### src/rtl/irq_pkg.sv
package irq_pkg;
  typedef enum logic [2:0] {
    CMD_EOI          = 3'd0,
    CMD_ROT_EOI      = 3'd1,
    CMD_SPEC_EOI     = 3'd2,
    CMD_ROT_SPEC_EOI = 3'd3,
    CMD_SET_BASE     = 3'd4
  } cmd_op_e;
endpackage

### src/rtl/irq_capture.sv
module irq_capture #(
  parameter int NUM_LINES = 8
) (
  input  logic                 clk_i,
  input  logic                 rst_ni,
  input  logic [NUM_LINES-1:0] lines_i,
  input  logic [NUM_LINES-1:0] level_mode_i,
  input  logic [NUM_LINES-1:0] ack_clr_i,
  output logic [NUM_LINES-1:0] req_o
);
  logic [NUM_LINES-1:0] prev_q, req_q;

  for (genvar i = 0; i < NUM_LINES; i++) begin : g_line
    logic req_d;
    always_comb begin
      if (level_mode_i[i]) req_d = lines_i[i];
      else req_d = (req_q[i] | (lines_i[i] & ~prev_q[i])) & ~ack_clr_i[i];
    end
    always_ff @(posedge clk_i or negedge rst_ni) begin
      if (!rst_ni) begin
        req_q[i]  <= 1'b0;
        prev_q[i] <= 1'b0;
      end else begin
        req_q[i]  <= req_d;
        prev_q[i] <= lines_i[i];
      end
    end
  end

  assign req_o = req_q;
endmodule

### src/rtl/irq_rot_enc.sv
module irq_rot_enc #(
  parameter int NUM_LINES = 8,
  localparam int LINE_W = $clog2(NUM_LINES)
) (
  input  logic [NUM_LINES-1:0] vec_i,
  input  logic [LINE_W-1:0]    base_i,
  output logic                 found_o,
  output logic [LINE_W-1:0]    prio_o,
  output logic [LINE_W-1:0]    line_o
);
  logic [NUM_LINES-1:0] rot;

  // rot[k] holds the line whose rank is k
  for (genvar k = 0; k < NUM_LINES; k++) begin : g_rot
    assign rot[k] = vec_i[LINE_W'(k) + base_i];
  end

  always_comb begin
    prio_o = '0;
    for (int k = NUM_LINES - 1; k >= 0; k--) begin
      if (rot[k]) prio_o = LINE_W'(k);
    end
  end

  assign found_o = |rot;
  assign line_o  = prio_o + base_i;
endmodule

### src/rtl/irq_cmd_dec.sv
module irq_cmd_dec
  import irq_pkg::*;
#(
  parameter int NUM_LINES = 8,
  localparam int LINE_W = $clog2(NUM_LINES)
) (
  input  logic                 cmd_valid_i,
  input  logic [2:0]           cmd_op_i,
  input  logic [LINE_W-1:0]    cmd_line_i,
  input  logic                 isr_found_i,
  input  logic [LINE_W-1:0]    isr_line_i,
  output logic [NUM_LINES-1:0] clr_o,
  output logic                 base_we_o,
  output logic [LINE_W-1:0]    base_o
);
  localparam logic [NUM_LINES-1:0] One = NUM_LINES'(1);

  always_comb begin
    clr_o     = '0;
    base_we_o = 1'b0;
    base_o    = '0;
    if (cmd_valid_i) begin
      case (cmd_op_e'(cmd_op_i))
        CMD_EOI: if (isr_found_i) clr_o = One << isr_line_i;
        CMD_ROT_EOI: if (isr_found_i) begin
          clr_o     = One << isr_line_i;
          base_we_o = 1'b1;
          base_o    = isr_line_i + 1'b1;
        end
        CMD_SPEC_EOI: clr_o = One << cmd_line_i;
        CMD_ROT_SPEC_EOI: begin
          clr_o     = One << cmd_line_i;
          base_we_o = 1'b1;
          base_o    = cmd_line_i + 1'b1;
        end
        CMD_SET_BASE: begin
          base_we_o = 1'b1;
          base_o    = cmd_line_i + 1'b1;
        end
        default: ;
      endcase
    end
  end
endmodule

### src/rtl/irq_resolver.sv
module irq_resolver #(
  parameter int NUM_LINES = 8,
  localparam int LINE_W = $clog2(NUM_LINES)
) (
  input  logic                 clk_i,
  input  logic                 rst_ni,
  input  logic [NUM_LINES-1:0] irq_lines_i,
  input  logic                 trig_we_i,
  input  logic [NUM_LINES-1:0] trig_level_i,
  input  logic                 mask_we_i,
  input  logic [NUM_LINES-1:0] mask_i,
  input  logic                 mode_we_i,
  input  logic                 auto_eoi_i,
  input  logic                 rot_auto_eoi_i,
  input  logic                 ack_i,
  input  logic                 cmd_valid_i,
  input  logic [2:0]           cmd_op_i,
  input  logic [LINE_W-1:0]    cmd_line_i,
  output logic                 irq_o,
  output logic [LINE_W-1:0]    irq_line_o
);
  localparam logic [NUM_LINES-1:0] One = NUM_LINES'(1);

  logic [NUM_LINES-1:0] req_q, mask_q, isr_q, level_q;
  logic [LINE_W-1:0]    base_q;
  logic                 aeoi_q, rot_aeoi_q;

  logic                 req_found, isr_found;
  logic [LINE_W-1:0]    req_prio, isr_prio, req_line, isr_line;
  logic                 ack_fire;
  logic [NUM_LINES-1:0] ack_vec, cmd_clr;
  logic                 cmd_base_we;
  logic [LINE_W-1:0]    cmd_base;

  irq_capture #(.NUM_LINES(NUM_LINES)) u_capture (
    .clk_i        (clk_i),
    .rst_ni       (rst_ni),
    .lines_i      (irq_lines_i),
    .level_mode_i (level_q),
    .ack_clr_i    (ack_vec & ~level_q),
    .req_o        (req_q)
  );

  irq_rot_enc #(.NUM_LINES(NUM_LINES)) u_req_enc (
    .vec_i   (req_q & ~mask_q),
    .base_i  (base_q),
    .found_o (req_found),
    .prio_o  (req_prio),
    .line_o  (req_line)
  );

  irq_rot_enc #(.NUM_LINES(NUM_LINES)) u_isr_enc (
    .vec_i   (isr_q),
    .base_i  (base_q),
    .found_o (isr_found),
    .prio_o  (isr_prio),
    .line_o  (isr_line)
  );

  irq_cmd_dec #(.NUM_LINES(NUM_LINES)) u_cmd_dec (
    .cmd_valid_i (cmd_valid_i),
    .cmd_op_i    (cmd_op_i),
    .cmd_line_i  (cmd_line_i),
    .isr_found_i (isr_found),
    .isr_line_i  (isr_line),
    .clr_o       (cmd_clr),
    .base_we_o   (cmd_base_we),
    .base_o      (cmd_base)
  );

  assign irq_o      = req_found && (!isr_found || (req_prio < isr_prio));
  assign irq_line_o = irq_o ? req_line : '0;
  assign ack_fire   = ack_i && irq_o;
  assign ack_vec    = ack_fire ? (One << req_line) : '0;

  always_ff @(posedge clk_i or negedge rst_ni) begin
    if (!rst_ni) begin
      mask_q     <= '0;
      level_q    <= '0;
      isr_q      <= '0;
      base_q     <= '0;
      aeoi_q     <= 1'b0;
      rot_aeoi_q <= 1'b0;
    end else begin
      if (mask_we_i) mask_q <= mask_i;
      if (trig_we_i) level_q <= trig_level_i;
      if (mode_we_i) begin
        aeoi_q     <= auto_eoi_i;
        rot_aeoi_q <= rot_auto_eoi_i;
      end
      isr_q <= (isr_q & ~cmd_clr) | (aeoi_q ? '0 : ack_vec);
      // a command base write wins over an auto rotation in the same cycle
      if (cmd_base_we) base_q <= cmd_base;
      else if (ack_fire && aeoi_q && rot_aeoi_q) base_q <= req_line + 1'b1;
    end
  end
endmodule

### config.mk
export PLATFORM = sky130hd
export DESIGN_NAME = irq_resolver
export DESIGN_NICKNAME = d
export VERILOG_FILES = /design/src/rtl/irq_pkg.sv /design/src/rtl/irq_capture.sv /design/src/rtl/irq_rot_enc.sv /design/src/rtl/irq_cmd_dec.sv /design/src/rtl/irq_resolver.sv
export SDC_FILE = /design/constraint.sdc
export NUM_CORES = 1
export LEC_CHECK = 0
export BUFFER_PORTS_ARGS = -buffer_cell sky130_fd_sc_hd__clkbuf_2
export CORE_ASPECT_RATIO = 0.75
export CORE_UTILIZATION = 43
export CTS_BUF_LIST = sky130_fd_sc_hd__clkbuf_8
export DETAILED_ROUTE_END_ITERATION = 12
export SYNTH_ARGS = -nofsm -noshare
export SYNTH_HDL_FRONTEND = slang
export SYNTH_SLANG_ARGS = --single-unit
export TNS_END_PERCENT = 10
### constraint.sdc
create_clock -name clk_i -period 10.3 [get_ports clk_i]
set_clock_uncertainty 0.1 [all_clocks]
set_input_delay 1.03 -clock clk_i [delete_from_list [all_inputs] [get_ports clk_i]]
set_output_delay 1.03 -clock clk_i [all_outputs]
set_load 0.03 [all_outputs]
* After elaboration in Yosys (flattened, before gate mapping)
Cells that the tools add are included.
** Cells by class
- Add/sub/neg operators :: 12
- $mul :: 0
- Divide/modulo/power cells :: 0
- Order comparisons :: 9
- Equal/unequal tests :: 4
- Shifts and indexed selects :: 3
- Muxes and demuxes :: 70
- Bitwise gates (word level) :: 47
- Reductions and logical operators :: 13
** Operators with widths (number)
- $mux 3 :: 21
- $bmux 1 s3 :: 16
- $lt 3x4->1 const B :: 8
- $mux 8 :: 4
- $mux 1 :: 26
- $and 8x8->8 :: 3
- $not 8->8 :: 3
- $shl 1x3->8 const A :: 3
- $and 1x1->1 :: 16
- $not 1->1 :: 16
- $pmux 8 s2 :: 1
- $reduce_or 8->1 :: 2
- $add 3x3->3 const A :: 4
- $add 3x1->3 const B :: 3
- $or 1x1->1 :: 8
- $or 8x8->8 :: 1
- $add 2x3->3 const A :: 2
- $add 3x3->3 :: 2
- $eq 3x2->1 const B :: 2
- $pmux 3 s2 :: 1
- $reduce_or 2->1 :: 3
- $logic_and 1x1->1 :: 4
- $add 1x3->3 const A :: 1
- $eq 3x1->1 const B :: 1
- 7 further kinds :: 7
** Word-level totals
- Bits in registers :: 45
- Bits in latches :: 0
- Bits in writable memories :: 0
- ROM bits :: 0
- Input bits :: 39
- Output and inout bits :: 4
- Memories kept :: 0

* Longest topological paths before layout
- Depth in word-level cells :: 21
- Depth in mapped cells :: 20

* Hierarchy
Synthesis repeated with hierarchy kept, for this count alone.
** Second synthesis, totals
- Cell total of the unflattened synthesis :: 398
- Area, all modules :: 3928.8 um2
** By module, submodules not included
- irq_rot_enc :: instances 2, cells an instance 78, area each 734.5 um2, sequential area each 0.0 um2
- irq_resolver :: instances 1, cells an instance 127, area each 1467.7 um2, sequential area each 725.7 um2
- irq_capture :: instances 1, cells an instance 56, area each 569.3 um2, sequential area each 400.4 um2
- irq_cmd_dec :: instances 1, cells an instance 59, area each 422.9 um2, sequential area each 0.0 um2

* Worst setup path before layout
OpenSTA, ideal clock, no wires.
- Path type :: register to output
- Start point :: register base_q[1]
- End point :: output port irq_line_o[0]
- Data arrival time :: 4.178 ns
- Required time :: 9.170 ns
- Path slack :: 4.992 ns
- Cell stages (with the launch flop) :: 13
- Buffers on the path :: 2
- Cells stage by stage :: dfrtp_1 -> clkbuf_1 -> inv_1 -> ha_1 -> clkbuf_1 -> mux4_2 -> or4b_1 -> a31oi_1 -> ha_1 -> a21oi_1 -> o41a_1 -> nand4_2 -> a21oi_1
** Between the ends
- Cells in the longest elaborated chain, start to end :: 15
** Ends and longest elaborated chain
- start, declared :: line irq_resolver.sv:25 : logic [LINE_W-1:0] base_q;
- start signal, assigned :: line irq_resolver.sv:93 : if (cmd_base_we) base_q <= cmd_base;
- start signal, assigned :: line irq_resolver.sv:94 : else if (ack_fire && aeoi_q && rot_aeoi_q) base_q <= req_line + 1'b1;
- $add 3x3->3 :: line irq_rot_enc.sv:15 : assign rot[k] = vec_i[LINE_W'(k) + base_i];
- $bmux 1 s3 :: line irq_rot_enc.sv:15
- $mux 1 (not written as such) :: line irq_rot_enc.sv:15
- $mux 3 (8 in a row) :: line irq_rot_enc.sv:21 : if (rot[k]) prio_o = LINE_W'(k);
- $lt 3x3->1 :: line irq_resolver.sv:71 : assign irq_o = req_found && (!isr_found || (req_prio < isr_prio));
- $logic_or 1x1->1 :: line irq_resolver.sv:71
- $logic_and 1x1->1 :: line irq_resolver.sv:71
- $mux 3 (*) :: line irq_resolver.sv:72 : assign irq_line_o = irq_o ? req_line : '0;
- end, declared :: line irq_resolver.sv:20 : output logic [LINE_W-1:0] irq_line_o
Every way passes the cells marked *; elsewhere a longest branch is shown, timed or not. The select of a mux whose other input is x is not followed.

* Worst setup path after layout
- Start point :: register base_q[1]
- End point :: output port irq_line_o[2]
The elaborated chain is that of the path after synthesis.

==> impl_metrics.toml <==
[worst_setup_path]
cp-start-kind = "register"
path_cells = "inv_1, ha_1, mux4_2, or4b_1, a31oi_1, ha_1, a21oi_1, o41a_1, nand4_2, a21oi_2, clkbuf_2"
worstSetupPathType = "register to output pin"
path_common_cell = "ha_1"
r2r-start = "base_q[1]"
crit_arrival_ns = 4.83
cp.required_ns = 9.17
cpPeakStageDelay_ns = 0.71
regToRegEndpoint = "base_q[2]"
r2r_slack_ns = 5.16
reg2reg_depth = 15
crit_fanout = 11
slowest_stage = "dfrtp_1"
cp-end-kind = "output pin"

[clock_tree]
cts.path.max_buffers = 2
postCtsSetupRepairBufs = 0
path_clk_slew_ns = 0.09
insertion_delay_ns = 0.31
cts_tree = "built"
ctsResizeCount = 0
cts_buffers = 5
clock-sinks = 45
cts_hold_buffers = 0
h-tree-depth = 2
cts-root-buf = "clkbuf_8"

[floorplanning]
start_util = 0.451
rows = 27
die_y_um = 78.4
core_mm2 = 0.00743
die_area_mm2 = 0.00815
dieWidth_um = 104
io_pins = 43

[yosys]
synth_largest_area_cell = "dfrtp_1"
syn_nets = 395
synth_cell_type_count = 59
syn_avg_cell_area_um2 = 10.0
ys_ff_latch = 45
synth_edf_count = 0
synth_top_area_share = 0.336
synthFlopType = "dfrtp_1"
yosysSeqAreaShare = 0.336
synth_area_leaders = "dfrtp_1 (34%), mux4_2 (10%), ha_1 (7.1%)"
syn_area_mm2 = 0.00335
synthArstFlopShare = 1.00
netlist_instances = 335
ys.warnings.count = 0

[cells_and_area]
final_common_cell = "dfrtp_1"
final_cell_mix = "dfrtp_1 (45), clkbuf_2 (42), nand2_1 (33), inv_1 (30)"
drive_gt1_frac = 0.248
nets = 434
diodes = 0
syn2layout_area_growth_pct = 11.7
final_cells = 476
final_cell_area_mm2 = 0.00374
fillers = 741

[global_route]
overflow = 0
grt_pass1_wl_mm = 13.7
antenna_found_initial = 0
grt_pass1_vias = 2709
grt_use_total = 0.214
grt_start_max_net_pins = 46

[worst_hold_path]
hold_path_class = "register to register"
min_to = "rot_aeoi_q"
hp-start = "rot_aeoi_q"
holdPathStages = 1

[place]
gp_congestion = 0.826
placed_area_mm2 = 0.00363
io_buffers = 42
dp.cells = 468
dp_hpwl_mm = 6.30

[sta]
rsz0062_at_grt = "no"
drv_slew = 0
setup_viol = 0
slew_headroom = 0.405
fmax_mhz = 168
fin_crit_ns = 5.96
tightest_slew_ns = 0.893
worst_hold_slack_ns = 0.406
fin_crit_sh = 0.579
hold_viol = 0
setup-tns-final_ns = 0

[detailed_routing]
drtAntennaViolNets = 0
vias_per_cell = 5.65
dr.pass1.iters = 4
drc_errors = 0
drt-total-wl_mm = 7.99
via_count = 2688
dr.first_iter.drc_count = 168
avgRoutedWirePerCell_um = 16.8

[status]
status = "complete, no violations"

[run]
max_cap_viol_count = 0
==> cell type report <==
type	count	area, um^2	area share
multi-input combinational	248	2040	0.545
sequential	45	1130	0.301
timing repair buffer	44	225	0.0602
tap	101	126	0.0338
inverter	30	113	0.0301
clock buffer	5	68.8	0.0184
clock inverter	3	43.8	0.0117
==> sequential cells by signal, summed over array words and instances (netlist names) <==
name and cells:
mask_q 8, aeoi_q 1, u_capture.req_o 8, rot_aeoi_q 1, isr_q 8, level_q 8, u_capture.prev_q 8, base_q 3
==> worst max path at each step <==
stage               startpoint            end  slack, ns
floorplan            base_q[1]  irq_line_o[0]       4.99
global placement     base_q[1]  irq_line_o[2]       4.92
detailed placement   base_q[1]  irq_line_o[2]       4.71
CTS                  base_q[1]  irq_line_o[2]       4.36
global route         base_q[1]  irq_line_o[2]       4.07
finish               base_q[1]  irq_line_o[2]       4.34
==> routing by layer <==
| metal | global-route usage | vias to the layer above | routed length (um) |
|---|---|---|---|
| met5 | 0 | - | 0 |
| met4 | 0.0443 | 0 | 64 |
| met3 | 0.0332 | 9 | 490 |
| met2 | 0.324 | 72 | 3450 |
| met1 | 0.324 | 1305 | 3990 |
| li1 | - | 1302 | - |
==> logic make-up after synthesis <==
logic type               Yosys count  synth area share
AO/OA/AOI/OAI                     82             0.167
AND/OR/NAND/NOR                   95             0.147
adder cells (fa/ha/maj)           21            0.0829
flip-flops                        45             0.336
XOR/XNOR                           7            0.0205
multiplexers                      43             0.191
buffers and inverters             42            0.0557
==> synth_stat cells (3+ instances only) <==
cell type	number
nor2b_1	6
a21oi_1	13
a21boi_0	3
nand2b_1	10
nand3_1	5
mux4_2	15
inv_1	30
o21a_1	3
nand2_1	33
ha_1	19
mux2_2	16
nor2_1	22
and2_1	3
o31ai_1	4
a211oi_1	4
o221ai_1	3
o21ai_0	22
buf_6	3
o31a_1	3
xor2_1	4
a31oi_1	3
mux2i_1	12
a21o_1	3
dfrtp_1	45
clkbuf_1	6
==> critical path, delay by kind of cell, from the launching register on <==
family	cells	cell delay (ns)
DFF	1	0.71
buffers and inverters	2	0.53
and+or+nand+nor	2	0.76
adders and majority gates	2	0.87
AOI/OAI and AO/OA	4	1.06
muxes	1	0.59
==> metrics by stage <==
stage	util	setup slack [ns]
final	0.503	4.34
after floorplan	-	4.99
after detailed placement	0.488	4.71
after CTS	0.503	4.36
after global routing	0.503	4.07
after global placement	0.488	4.92
Power is not shown: default switching activity piles up to over one toggle a cycle in this logic, so the estimate is an artifact.
